<file path="src/rtl/sinc_pkg.sv">
package sinc_pkg;
    typedef enum logic [1:0] {
        STRUCT_FAST = 2'b00,
        STRUCT_O1   = 2'b01,
        STRUCT_O2   = 2'b10,
        STRUCT_O3   = 2'b11
    } sinc_struct_e;

    localparam int unsigned MAX_STAGES = 3;

    // number of active integrator/comb stages
    function automatic logic [1:0] active_stages(input logic [1:0] code);
        return (code == STRUCT_FAST) ? 2'd3 : code;
    endfunction

    // decimations discarded after restart
    function automatic logic [1:0] settle_need(input logic [1:0] code);
        return (code == STRUCT_FAST) ? 2'd0 : code - 2'd1;
    endfunction
endpackage

</file>
<file path="src/rtl/sinc_ctrl.sv">
module sinc_ctrl
    import sinc_pkg::*;
#(
    parameter int unsigned RATIO_W = 8
) (
    input  logic               clk,
    input  logic               rst_n,
    input  logic               samp_en,
    input  logic               enable,
    input  logic [RATIO_W-1:0] ratio_m1,
    input  logic [1:0]         struct_sel,
    output logic               restart,
    output logic               fire,
    output logic               emit,
    output logic [1:0]         stages,
    output logic               vld
);
    typedef struct packed {
        logic [RATIO_W-1:0] ratio;
        logic [1:0]         code;
        logic [RATIO_W-1:0] cnt;
        logic [1:0]         settle;
        logic               vld;
    } ctrl_t;

    ctrl_t cur_q, nxt_d;

    always_comb begin
        restart = !enable || (ratio_m1 != cur_q.ratio) || (struct_sel != cur_q.code);
        fire    = samp_en && !restart && (cur_q.cnt == ratio_m1);
        emit    = cur_q.settle >= settle_need(struct_sel);
        stages  = active_stages(struct_sel);

        nxt_d       = cur_q;
        nxt_d.ratio = ratio_m1;
        nxt_d.code  = struct_sel;
        nxt_d.vld   = fire && emit;
        if (restart) begin
            nxt_d.cnt    = '0;
            nxt_d.settle = '0;
        end else if (samp_en) begin
            nxt_d.cnt = fire ? '0 : cur_q.cnt + 1'b1;
            if (fire && !emit) nxt_d.settle = cur_q.settle + 2'd1;
        end
    end

    always_ff @(posedge clk or negedge rst_n) begin
        if (!rst_n) cur_q <= '0;
        else        cur_q <= nxt_d;
    end

    assign vld = cur_q.vld;

    assert_vld_needs_enable_R4: assert property (@(posedge clk) disable iff (!rst_n)
        vld |-> $past(enable));
    assert_vld_after_strobe_R3: assert property (@(posedge clk) disable iff (!rst_n)
        vld |-> $past(samp_en));
    assert_cnt_in_range_R3: assert property (@(posedge clk) disable iff (!rst_n)
        cur_q.cnt <= cur_q.ratio);
    assert_settle_bound_R6: assert property (@(posedge clk) disable iff (!rst_n)
        cur_q.settle <= 2'd2);
endmodule

</file>
<file path="src/rtl/sinc_integ.sv">
module sinc_integ
    import sinc_pkg::*;
#(
    parameter int unsigned ACC_W = 26
) (
    input  logic             clk,
    input  logic             rst_n,
    input  logic             clr,
    input  logic             step,
    input  logic             bit_in,
    input  logic [1:0]       stages,
    output logic [ACC_W-1:0] tap
);
    typedef struct packed {
        logic [MAX_STAGES-1:0][ACC_W-1:0] acc;
    } integ_t;

    integ_t cur_q, nxt_d;
    logic [MAX_STAGES-1:0][ACC_W-1:0] upd;

    always_comb begin
        logic [ACC_W-1:0] carry;
        carry = bit_in ? ACC_W'(1) : '1;  // +1 / -1
        nxt_d = cur_q;
        for (int i = 0; i < MAX_STAGES; i++) begin
            carry  = cur_q.acc[i] + carry;
            upd[i] = carry;
            if (step) nxt_d.acc[i] = carry;
        end
        if (clr) nxt_d = '0;
        tap = upd[stages - 2'd1];
    end

    always_ff @(posedge clk or negedge rst_n) begin
        if (!rst_n) cur_q <= '0;
        else        cur_q <= nxt_d;
    end

    assert_clear_R5: assert property (@(posedge clk) disable iff (!rst_n)
        $past(clr) |-> (cur_q.acc == '0));
    assert_idle_hold_R4: assert property (@(posedge clk) disable iff (!rst_n)
        (!$past(step) && !$past(clr)) |-> $stable(cur_q.acc));
endmodule

</file>
<file path="src/rtl/sinc_comb.sv">
module sinc_comb
    import sinc_pkg::*;
#(
    parameter int unsigned ACC_W = 26
) (
    input  logic             clk,
    input  logic             rst_n,
    input  logic             clr,
    input  logic             load,
    input  logic             emit,
    input  logic [1:0]       stages,
    input  logic [ACC_W-1:0] din,
    output logic [ACC_W-1:0] dout
);
    typedef struct packed {
        logic [MAX_STAGES-1:0][ACC_W-1:0] prev;
        logic [ACC_W-1:0]                 out;
    } comb_t;

    comb_t cur_q, nxt_d;

    always_comb begin
        logic [ACC_W-1:0] s;
        s     = din;
        nxt_d = cur_q;
        for (int i = 0; i < MAX_STAGES; i++) begin
            if (load) nxt_d.prev[i] = s;
            if (i < int'(stages)) s = s - cur_q.prev[i];
        end
        if (load && emit) nxt_d.out = s;
        if (clr) nxt_d.prev = '0;
    end

    always_ff @(posedge clk or negedge rst_n) begin
        if (!rst_n) cur_q <= '0;
        else        cur_q <= nxt_d;
    end

    assign dout = cur_q.out;

    assert_out_only_on_emit_R8: assert property (@(posedge clk) disable iff (!rst_n)
        !($past(load) && $past(emit)) |-> $stable(cur_q.out));
endmodule

</file>
<file path="src/rtl/sinc_decim.sv">
module sinc_decim
    import sinc_pkg::*;
#(
    parameter int unsigned RATIO_W = 8,
    localparam int unsigned ACC_W  = MAX_STAGES * RATIO_W + 2
) (
    input  logic                    clk,
    input  logic                    rst_n,
    input  logic                    bit_in,
    input  logic                    samp_en,
    input  logic [RATIO_W-1:0]      ratio_m1,
    input  logic [1:0]              struct_sel,
    input  logic                    enable,
    output logic signed [ACC_W-1:0] dout,
    output logic                    dout_vld
);
    logic             restart, fire, emit;
    logic [1:0]       stages;
    logic [ACC_W-1:0] tap, comb_out;

    sinc_ctrl #(.RATIO_W(RATIO_W)) u_ctrl (
        .clk(clk), .rst_n(rst_n), .samp_en(samp_en), .enable(enable),
        .ratio_m1(ratio_m1), .struct_sel(struct_sel), .restart(restart),
        .fire(fire), .emit(emit), .stages(stages), .vld(dout_vld)
    );

    sinc_integ #(.ACC_W(ACC_W)) u_integ (
        .clk(clk), .rst_n(rst_n), .clr(restart), .step(samp_en && !restart),
        .bit_in(bit_in), .stages(stages), .tap(tap)
    );

    sinc_comb #(.ACC_W(ACC_W)) u_comb (
        .clk(clk), .rst_n(rst_n), .clr(restart), .load(fire), .emit(emit),
        .stages(stages), .din(tap), .dout(comb_out)
    );

    assign dout = $signed(comb_out);

    assert_dout_hold_R8: assert property (@(posedge clk) disable iff (!rst_n)
        !dout_vld |-> $stable(dout));
endmodule

</file>
<file path="config.mk">
export PLATFORM = sky130hd
export DESIGN_NAME = sinc_decim
export DESIGN_NICKNAME = d
export VERILOG_FILES = /design/src/rtl/sinc_pkg.sv /design/src/rtl/sinc_ctrl.sv /design/src/rtl/sinc_integ.sv /design/src/rtl/sinc_comb.sv /design/src/rtl/sinc_decim.sv
export SDC_FILE = /design/constraint.sdc
export NUM_CORES = 1
export LEC_CHECK = 0
export BUFFER_PORTS_ARGS = -buffer_cell sky130_fd_sc_hd__buf_2
export CAP_MARGIN = 40
export CORE_ASPECT_RATIO = 1.4
export CORE_MARGIN = 2
export CORE_UTILIZATION = 55
export CTS_CLUSTER_SIZE = 28
export DETAILED_ROUTE_END_ITERATION = 16
export PLACE_DENSITY = 0.71
export SYNTH_ARGS = -nofsm -noshare
export SYNTH_HDL_FRONTEND = slang
export SYNTH_SLANG_ARGS = --single-unit
</file>
<file path="constraint.sdc">
create_clock -name clk -period 11.8 [get_ports clk]
set_input_delay 2.36 -clock clk [delete_from_list [all_inputs] [get_ports clk]]
set_output_delay 2.36 -clock clk [all_outputs]
set_load 0.05 [all_outputs]
</file>
==> run summary <==
Using the TritonRoute via totals, the vias-per-cell ratio works out to 5.748. At the end of routability-driven placement, the weighted congestion stood at between 0.9 and 1. The antenna diode count came out at 0. The number of instances in the placed design is 2627. The remaining antenna violation count is 0.

The average cell area after synthesis is 8.303 sq um. The largest individual stage delay along the critical path comes from the cell sky130_fd_sc_hd__or3_1. The Yosys step of the flow raised 0 warnings. The sequential cell area fraction in the yosys report came out at about 30%. By area, the combinational part of the netlist is dominated by compound AO/OA/AOI/OAI gates.

The latest clock arrival within the worst-skew pair is 540 ps. The number of sinks on the clock net is 203. The clock transition at the registers of the reported paths is roughly 60 ps.

The kind of launch point of the worst setup path is an input port. The number of global-route vias before repair is 15406. The number of standard cells in the layout, taps in and fillers out is 2673. The cell that appears most often on the critical path is sky130_fd_sc_hd__nand2_1. The top-level port count is 42. For this design the static power due to leakage is 9.851 nW. The routed wire length per instance came out at 16.78 um. Setup violations remaining at the end of the flow were counted as 0. The max-slew violation count is 0. The synthesized netlist contains 73 unique library cells. The total of buffers placed on input and output ports came out at 41. Of all nets on the critical path, the largest fanout is 7. The effective utilization at floorplan is between 50 and 60%. The count of vias placed by the detailed router is 15364. The number of iterations in the first detailed-routing pass is 5. The remaining global-route overflow came out at 0.

The wire length of the first global-routing pass is 73.01 mm. The max-cap violation count came out at 0. Summed over all failing endpoints, the final setup total negative slack is 0 ps. The run finished with clean final reports.

In this design, the stage delay of the slowest critical-path cell is ~370 ps. STA classifies the critical path endpoint as a register. Power spread over the standard cell area amounts to around 130 nW/um^2. In the global route stage, overall resource usage came out at 27.11%. The final worst clock skew is between 15 and 20 ps.

Based on the critical path, the design can be clocked at up to 88.62 MHz. The netlist area before placement came out at 17000 sq um. After synthesis, the share of cell area in mux cells is under 10%. The post-cts hold buffer count is 0. The number of nets in the synthesized netlist is 2228. The slew at the pin closest to its max-slew limit came out at 873.2 ps. After Yosys synthesis, full adders, half adders and majority gates account for 12.41% of the synthesized area. For this run, the leading register cell type out of synthesis is sky130_fd_sc_hd__dfrtp_1. TritonCTS built the clock tree. The post-route netlist has a little under a fifth of its cells at a drive strength greater than 1.

The count of state elements after synthesis came out at 203. The worst hold slack came out at 469.6 ps. VDD sags by at most 0.07770 mV. Compared with the post-synthesis result, the final layout area differs by 19.37%. By startpoint and endpoint, the worst setup path is classified as input port to register. The proportion of register bits with asynchronous set or reset after synthesis came out at 100.0%.

Summing the areas of all and, or, nand and nor instances in the mapped netlist gives 14.98% of the synthesized area. The initial antenna violation count is 0. The final routed wirelength across all metal layers is about 45 mm. The horizontal extent of the die came out at 152.6 um. The detailed placement HPWL came out at 32.84 mm. The number of design-rule violations left by the first detailed-router iteration came out at 666. The post-placement worst setup slack came out at -295.2 ps. The required arrival time at the worst endpoint came out at about 12000 ps. The data arrival time of the worst path came out at approximately 12000 ps.

The root buffer cell is sky130_fd_sc_hd__clkbuf_16. The core outline area came out at 30620 sq um. Across all setup checks in the final design, the least slack found is 515.5 ps. The cell area reported after detailed placement came out at 19260 sq um. The post-synthesis compound-gate area fraction came out at approximately 23%. The net count of the finished layout is 2449.

The pin count of the biggest net entering global routing is between 80 and 90. The time the final worst path needs with I/O delays and setup is between 10000 and 15000 ps. The die footprint came out at 32360 sq um. The synthesized netlist devotes approximately 8.0% of its cell area to XOR and XNOR gates. CTS built an H-tree with a depth of 1. The residual DRC count is 0. The height of the die came out at 212.0 um. The type of the most critical hold path is register to register. After layout, the worst path uses 95.63% of the clock period. The number of hold violations in the final report came out at 0.

The maximum clock insertion buffer count came out at 3. The worst pin sits at a relative slew slack of a little over two fifths. The synthesized netlist cell count is roughly 2000. The clock buffer count from CTS is 24.

In this run, synthesis inferred 0 flip-flops with an integrated enable. With fillers left out, the area of the finished cells amounts to roughly 20000 sq um. Row generation in the floorplan step produced 76 rows.
==> worst max-delay path: cells and delay by family <==
family | cells | cell delay, ps
and+or+nand+nor | 17 | 2350
buffers and inverters | 6 | 890
xor gates and xnor gates | 6 | 1090
AOI/OAI and AO/OA | 23 | 3160
adders and majority gates | 6 | 1790
==> path summary, 6_finish.rpt <==
check / startpoint / endpoint / slack [ps] / depth (start not counted)
max in group asynchronous: rst_n / u_integ.cur_q[1] / 8700 / 2
min in group asynchronous: rst_n / u_comb.cur_q[55] / 1790 / 1
worst min register to register: u_comb.dout[9] / u_comb.dout[9] / 470 / 2
worst max-delay path: bit_in / u_comb.dout[25] / 520 / 58
worst min-delay path: u_comb.dout[9] / u_comb.dout[9] / 470 / 2
worst max register to register: u_integ.cur_q[0] / u_comb.dout[25] / 2150 / 54
==> cells in the mapped netlist (all sizes together) (21+ instances only) <==
cell | instances | area share [%]
clkbuf | 60 | 1.3
a211oi | 21 | 0.99
buf | 49 | 1.7
xnor2 | 113 | 5.8
ha | 159 | 12
nor2 | 192 | 4.2
o31ai | 42 | 1.9
nor3 | 42 | 1.2
dfrtp | 203 | 30
inv | 150 | 3.3
a21o | 80 | 3.5
xor2 | 39 | 2.0
a31oi | 24 | 0.88
o21a | 21 | 0.93
mux2i | 93 | 5.5
nand3 | 59 | 1.7
a21oi | 169 | 5.0
nand2 | 172 | 3.8
o21bai | 27 | 1.2
o21ai | 136 | 4.0
==> logic make-up (layout without fill, tap and decap cells) <==
logic type      after synthesis  in the layout
compound gates              599            599
buf+inv                     260            495
fa+ha+maj                   165            165
mux                          99             99
simple gates                569            569
flops                       203            203
xor+xnor                    153            153
==> what timing repair did <==
action | in CTS | in global routing
setup buffers | 0 | 6
resized for setup | 0 | 63
setup endpoints to repair | 0 | 6
==> metal layers <==
metal	global-route usage [%]	routed length (um)	vias up
met4	10.50	1568	0
met5	0	0	-
li1	-	-	7638
met1	32.48	18960	7299
met2	50.22	22710	328
met3	2.426	1615	99
==> through the flow <==
step                      total power [W]  utilization [%]
final                            0.002648            66.29
after global routing             0.002821            66.29
after CTS                        0.002629            65.42
after detailed placement         0.001870            62.90
after global placement           0.001841            62.75
after floorplan                  0.001496                -
==> registers in the layout, indices dropped and copies added (netlist names) <==
signal         flops
u_ctrl.cur_q      20
u_comb.cur_q      78
u_comb.dout       26
u_integ.cur_q     78
u_ctrl.vld         1
==> placed cells by master, fill, tap and decap left out, drive strengths merged, types with 37 or more instances in the layout <==
| cell type | instances |
|---|---|
| a21o | 80 |
| a21oi | 169 |
| buf | 304 |
| clkbuf | 37 |
| dfrtp | 203 |
| ha | 159 |
| inv | 149 |
| mux2i | 93 |
| nand2 | 172 |
| nand3 | 59 |
| nor2 | 192 |
| nor3 | 42 |
| o21ai | 136 |
| o31ai | 42 |
| xnor2 | 113 |
| xor2 | 39 |
==> layout make-up <==
cell class	count	area (sq um)
multi-input combinational	1585	11160
fill	2574	10320
sequential	203	5080
timing repair buffer	304	2228
clock buffer	37	730.7
inverter	151	570.5
tap	390	488.0
clock inverter	3	40.04
==> power breakdown <==
part / total, W / internal [W] / switching [W]
clock network: 0.000750 / 0.000443 / 0.000307
registers: 0.000699 / 0.000698 / 0.000000881
logic: 0.00120 / 0.000573 / 0.000626
total: 0.00265 / 0.00171 / 0.000934
(Power assumes the default switching activity.)
